[config.mk]
export PLATFORM = sky130hd
export DESIGN_NAME = gpio_edge_unit
export DESIGN_NICKNAME = d
export VERILOG_FILES = /design/src/rtl/gpio_edge_unit.sv
export SDC_FILE = /design/constraint.sdc
export NUM_CORES = 1
export LEC_CHECK = 0
export CAP_MARGIN = 20
export CORE_ASPECT_RATIO = 1.25
export CORE_MARGIN = 5
export CORE_UTILIZATION = 49
export CTS_CLUSTER_DIAMETER = 60
export CTS_CLUSTER_SIZE = 40
export DETAILED_ROUTE_END_ITERATION = 7
export PLACE_DENSITY = 0.84
export SYNTH_ARGS = -nofsm -noshare
export SYNTH_HDL_FRONTEND = slang
export SYNTH_SLANG_ARGS = --single-unit
[constraint.sdc]
create_clock -name clk -period 1.2 [get_ports clk]
set_input_delay 0.24 -clock clk [delete_from_list [all_inputs] [get_ports clk]]
set_output_delay 0.24 -clock clk [all_outputs]
set_load 0.02 [all_outputs]
[src/rtl/gpio_edge_unit.sv]
`timescale 1ns/1ps
module gpio_edge_unit #(
  parameter int NPINS   = 28,
  parameter int NDIRECT = 11,
  parameter int DW      = 32
) (
  input  logic               clk,
  input  logic               rst_n,
  input  logic [NPINS-1:0]   pin_in,
  input  logic               wr_en,
  input  logic               rd_en,
  input  logic [1:0]         addr,
  input  logic [DW-1:0]      wdata,
  output logic [DW-1:0]      rdata,
  output logic [NDIRECT-1:0] irq_direct,
  output logic               irq_shared
);
  localparam logic [1:0] A_RISE = 2'd0;
  localparam logic [1:0] A_FALL = 2'd1;
  localparam logic [1:0] A_STAT = 2'd2;
  localparam logic [DW-1:0] PIN_MASK = {{(DW-NPINS){1'b0}}, {NPINS{1'b1}}};
  localparam logic [DW-1:0] SHR_MASK = PIN_MASK & ~{{(DW-NDIRECT){1'b0}}, {NDIRECT{1'b1}}};

  logic [NPINS-1:0] sync_a, sync_b, prev_q;
  logic [DW-1:0]    rise_en_q, fall_en_q, status_q, rdata_q;
  logic [DW-1:0]    hit, clr, wmask;

  assign wmask = wdata & PIN_MASK;
  assign hit   = ({{(DW-NPINS){1'b0}}, sync_b & ~prev_q} & rise_en_q)
               | ({{(DW-NPINS){1'b0}}, ~sync_b & prev_q} & fall_en_q);
  assign clr   = (wr_en && addr == A_STAT) ? wmask : '0;

  always_ff @(posedge clk) begin
    if (!rst_n) begin
      sync_a <= '0;
      sync_b <= '0;
      prev_q <= '0;
    end else begin
      sync_a <= pin_in;
      sync_b <= sync_a;
      prev_q <= sync_b;
    end
  end

  always_ff @(posedge clk) begin
    if (!rst_n) begin
      rise_en_q <= '0;
      fall_en_q <= '0;
      status_q  <= '0;
    end else begin
      if (wr_en && addr == A_RISE) rise_en_q <= wmask;
      if (wr_en && addr == A_FALL) fall_en_q <= wmask;
      status_q <= ((status_q & ~clr) | hit) & PIN_MASK;
    end
  end

  always_ff @(posedge clk) begin
    if (!rst_n) rdata_q <= '0;
    else if (rd_en) begin
      case (addr)
        A_RISE:  rdata_q <= rise_en_q;
        A_FALL:  rdata_q <= fall_en_q;
        A_STAT:  rdata_q <= status_q;
        default: rdata_q <= '0;
      endcase
    end
  end

  assign rdata      = rdata_q;
  assign irq_direct = status_q[NDIRECT-1:0];
  assign irq_shared = |(status_q & SHR_MASK);
endmodule

==> out/results.txt, run 1 <==
status: complete, but fails checks
failing checks: negative setup slack
most frequent cell after synthesis: dfxtp_1
Routability Congestion: 0.789
Startpoint Class: flip-flop
Worst-path clk slew: 70 ps
number of distinct library cells after synthesis: 30
reg2reg end: rdata[22]$_SDFFE_PN0P_
hold path start: rst_n
vias in the first global route: 5969
Vias: 5866
ant diodes: 0
total die area: 18300 µm²
1st-iter DRT viols: 614
final setup vio count: 1
Pwr Total: 13.8 mW
crit path to: irq_shared
clock network fraction of design power: 0.420
GRT Resource Usage Total: 0.204
vias per cell: 5.15
R2R depth: 4
H-tree levels: 4
Clock Tree Buf Depth: 2
core area: 15500 µm²
Nets: 979
Fillers: 1275
share of layout cells above drive strength 1: 0.199
critical path class: reg2out
Initial Util: 0.496
Tmin final: 2010 ps
post-synth top area share: 0.511
WHS: 284 ps
clock sink count: 196
Leak: 3.70 nW
Post-synth top cells: dfxtp_1 (196), nand2_1 (168), and2_1 (84)
TritonCTS clock tree: yes
max frequency: 0.497 GHz
critical-path maximum fanout: 2
#FFs+latches synth: 196
num rows: 51
Req. time, crit path: 960 ps
Clock Latency Late Sink: 430 ps
antenna violations before repair: 0
number of enable flip-flop cells after synthesis: 0
Die X: 122 µm
die span in y: 150 µm
worst r2r src: status_q[22]$_SDFF_PN0_
grt total ovfl: 0
Setup TNS Final: -814 ps
Post-Syn Instances: 807
endpoints failing hold: 0
Finished Layout Cells: 1138
top cells by area, synth: dfxtp_1 (51%), nand2_1 (8.2%), and2_1 (6.8%)
sw power: 3.11 mW
PnR worst setup slack: -814 ps
final cycle utilization of the critical path: 1.68
post-synthesis cell area: 7680 µm²
CTS Hold Buffers Added: 0
critical path endpoint category: output pin
Ports: 110
Max-Cap Viols: 0
cell taking the most area after synthesis: dfxtp_1
Final ANT Viol Nets: 0
Slew Viols, Final: 0
CTS root buf: clkbuf_16
drt wl/cell: 15.6 µm
Sw Share: 0.225
Cell Area, Placed: 9050 µm²
cell area after layout: 9660 µm²
critical path launch point: status_q[12]$_SDFF_PN0_
Power Density: 1430 nW/µm²
Area growth syn-to-layout: 25.7%
Routed Wire Length: 17.8 mm
setup repair after global routing missed its margin: yes
DRC errors left: 0
setup slack, reg-to-reg: 150 ps
placed cells: 1105
Final Skew: 6.81 ps
Hold/Removal Path Class: in2reg
Seq/Total Area, Yosys: 0.511
Avg Cell Area, Syn: 9.52 µm²
IO Port Bufs: 101
worst vdd rail ir drop: 925 µV
Num CTS Buffers: 17
sequential power share: 0.497
pre-CTS setup slack: -916 ps
global-route wire length before repair: 29.4 mm
largest net degree at the start of global routing: 76
final core utilization: 0.623
Int Power: 10.7 mW
drt pass-1 iters: 4
Async SR Flop Fraction: 0
combinational power share: 0.084
Worst Path Arrival: 1770 ps
Synth warnings: 0
commonest register cell after synthesis: dfxtp_1
post-DP HPWL: 11.4 mm
[power groups by stage]
stage          Sequential, mW  Clock (mW)  Combinational, mW
2_1_floorplan            7.03           0              0.565
3_3_place_gp             7.00           0               1.15
3_5_place_dp             7.01           0               1.16
4_1_cts                  6.87        5.91               1.15
5_1_grt                  6.90        6.17               1.26
6_report                 6.88        5.81               1.16
[worst max-delay path, stage by stage (launching register included)]
cell and delay, ps:
dfxtp_2 340, nor4_4 290, nand4_1 130, or4_4 430, buf_6 150
[repair_timing]
| item | CTS | global route |
|---|---|---|
| endpoints found under the setup margin | 92 | 28 |
| pin swaps | 4 | 0 |
| setup buffers | 0 | 1 |
| gates cloned | 1 | 0 |
| gates resized for setup | 202 | 30 |
[routing by layer]
metal / vias up / track usage / routed length (µm)
li1: 2899 / - / -
met1: 2782 / 0.241 / 7390
met2: 159 / 0.355 / 9030
met3: 26 / 0.0461 / 957
met4: 0 / 0.0835 / 399
met5: - / 0 / 0
[cells in the final DEF (no fill, tap or decap), drive strengths merged, types with 3 or more instances in the layout]
master,netlist,final
clkinv,0,4
a31oi,28,28
o21a,28,28
a21boi,84,84
dfxtp,196,196
and2,84,84
conb,1,4
or2,28,28
mux2i,28,28
nand2,168,168
buf,37,91
bufinv,0,3
nor4,3,3
clkdlybuf4s50,0,56
o21ai,56,56
clkbuf,29,21
nand3b,29,29
[state kept, by name, indices dropped and copies added, names as in the netlist]
name,count
fall_en_q,28
prev_q,28
rdata,28
rise_en_q,28
status_q,28
sync_a,28
sync_b,28
[layout make-up]
cell class	count	area [µm²]	area share
clock buffers	21	460	0.0476
clock inverters	11	150	0.0155
multi-input cells	548	3360	0.347
flip-flops and latches	196	3950	0.409
well taps	212	265	0.0275
repair buffers	150	1480	0.153
[worst min-delay path by stage]
| stage | endpoint | slack [ps] | cells past startpoint |
|---|---|---|---|
| detailed placement | sync_b[20]$_SDFF_PN0_ | 420 | 1 |
| finish | status_q[10]$_SDFF_PN0_ | 280 | 3 |
| global route | status_q[10]$_SDFF_PN0_ | 300 | 3 |
| CTS | rdata[2]$_SDFFE_PN0P_ | 280 | 3 |
| global placement | sync_b[22]$_SDFF_PN0_ | 410 | 1 |
| floorplan | sync_a[7]$_SDFF_PN0_ | 360 | 1 |
[cell families after synthesis]
| group | synth area share |
|---|---|
| simple gates | 0.214 |
| compound gates | 0.178 |
| flops | 0.511 |
| buf+inv | 0.0601 |
| mux | 0.0365 |
| other cells | 0.000488 |
Note: power is estimated with default switching activity, not from simulation.
==> run 2, diff against run 1 <==
TNS_END_PERCENT = 10   (was default)
==> out/results.txt, run 2 (same netlist as run 1, synthesis figures left out) <==
Routability Congestion: 0.803
Clock Latency Late Sink: 430 ps
WP buf/inv: 2
setup repair after global routing missed its margin: yes
Max-Cap Viols: 0
CP peak stage delay: 430 ps
Final ANT Viol Nets: 0
Worst-path clk slew: 70 ps
1st-iter DRT viols: 406
Startpoint Class: flip-flop
CTS root buf: clkbuf_16
Tmin final: 2090 ps
Routed Wire Length: 17.6 mm
grt total ovfl: 0
hold-critical path depth: 3
Sw Share: 0.226
placed cells: 1114
sw power: 3.20 mW
Vias: 5897
Ports: 110
Nets: 990
GRT Resource Usage Total: 0.196
Int Power: 10.9 mW
status: complete, but fails checks
final core utilization: 0.625
global-route wire length before repair: 28.4 mm
Slew Viols, Final: 0
final setup vio count: 1
CTS Hold Buffers Added: 0
R2R depth: 4
sequential power share: 0.487
max frequency: 0.478 GHz
CP max stage cell: or4_4
PnR worst setup slack: -893 ps
commonest non-fill, non-tap cell in the layout: dfxtp_1
clock sink count: 196
Clock Tree Buf Depth: 2
Worst Path Arrival: 1850 ps
Hold/Removal Path Class: in2reg
drt wl/cell: 15.3 µm
Leak: 3.73 nW
Pwr Total: 14.1 mW
Finished Layout Cells: 1150
critical-path maximum fanout: 2
Final Skew: 6.67 ps
core area: 15500 µm²
critical path class: reg2out
Area growth syn-to-layout: 26.1%
largest net degree at the start of global routing: 57
failing checks: negative setup slack
num rows: 51
combinational power share: 0.082
Num CTS Buffers: 17
Power Density: 1460 nW/µm²
clock network fraction of design power: 0.431
drt pass-1 iters: 4
crit-path cells: nor4_4, buf_4, nand4_1, or4_4, buf_6
final cycle utilization of the critical path: 1.74
IO Port Bufs: 101
antenna violations before repair: 1
vias in the first global route: 5816
TritonCTS clock tree: yes
share of layout cells above drive strength 1: 0.206
worst vdd rail ir drop: 1070 µV
cell family with most CP delay: simple AND/OR/NAND/NOR gates
vias per cell: 5.13
die span in y: 150 µm
most frequent cells in the layout: dfxtp_1 (172), nand2_1 (168), and2_1 (84), buf_4 (76)
Req. time, crit path: 960 ps
post-DP HPWL: 11.8 mm
Initial Util: 0.496
total die area: 18300 µm²
DRC errors left: 0
critical path endpoint category: output pin
CP Depth: 5
Die X: 122 µm
endpoints failing hold: 0
H-tree levels: 4
run 2: cell types whose count changed in the layout (fill, tap and decap cells not counted), sizes merged:
cell	change
diode	+1
buf	+12
dlymetal6s2s	+1
clkinv	-2
inv	+3
clkbuf	-2
bufbuf	-1
bufinv	+1
dlygate4sd2	-1
run 2: worst paths after layout:
path,slack (ps),start,end
setup / recovery,-890,status_q[14]$_SDFF_PN0_,irq_shared
hold / removal,280,rd_en,rdata[7]$_SDFFE_PN0P_
setup reg to reg,180,status_q[12]$_SDFF_PN0_,rdata[12]$_SDFFE_PN0P_
hold reg to reg,430,sync_a[0]$_SDFF_PN0_,sync_b[0]$_SDFF_PN0_
run 2: per-stage QoR:
step / instance area [µm²] / setup TNS, ps / hold slack [ps] / setup WS (ps)
finish: 9690 / -893 / 284 / -893
global route: 9690 / -1020 / 295 / -1020
CTS: 9590 / -1150 / 270 / -933
detailed placement: 9080 / -53160 / 417 / -975
global placement: 9080 / -50870 / 414 / -990
floorplan: 7700 / -487 / 362 / -158
run 2: worst register-to-register path, delay by kind of cell, from the launching register on:
kind	cells	cell delay (ps)
flops	1	400
simple gates	1	200
compound gates	1	150
buf+inv	1	140
mux	1	50
run 2: layout make-up:
| type | instances | area [µm²] |
|---|---|---|
| Clock inverter | 13 | 195 |
| Antenna cell | 1 | 2.50 |
| Fill cell | 1262 | 5820 |
| Sequential cell | 196 | 3950 |
| Multi-Input combinational cell | 548 | 3330 |
| Tap cell | 212 | 265 |
| Timing Repair Buffer | 161 | 1500 |
| Clock buffer | 19 | 443 |
run 2: repair_timing:
action	in CTS	in global routing
buffers inserted	1	1
gates resized for setup	191	39
hold endpoints to repair	0	0
pin swaps	1	1
setup endpoints to repair	125	57
cloned	0	1
run 2: power by group through the flow:
stage	registers, mW	clock network, mW	logic, mW
after floorplan	7.03	0	0.559
after global placement	7.00	0	1.15
after detailed placement	7.01	0	1.16
after CTS	6.87	6.18	1.14
after global routing	6.90	6.46	1.25
final	6.87	6.09	1.15
run 2: layer usage:
metal / vias to the layer above / GRT usage / share of wire
met5: - / 0 / 0
li1: 2922 / - / -
met2: 141 / 0.348 / 0.51
met4: 0 / 0.0858 / 0.024
met1: 2806 / 0.227 / 0.43
met3: 28 / 0.0378 / 0.040
==> run 3, diff against run 2 <==
SLEW_MARGIN = 20   (was default)
==> results of run 3 <==
Same layout as run 2: the final DEF is identical, and so are final timing and power.
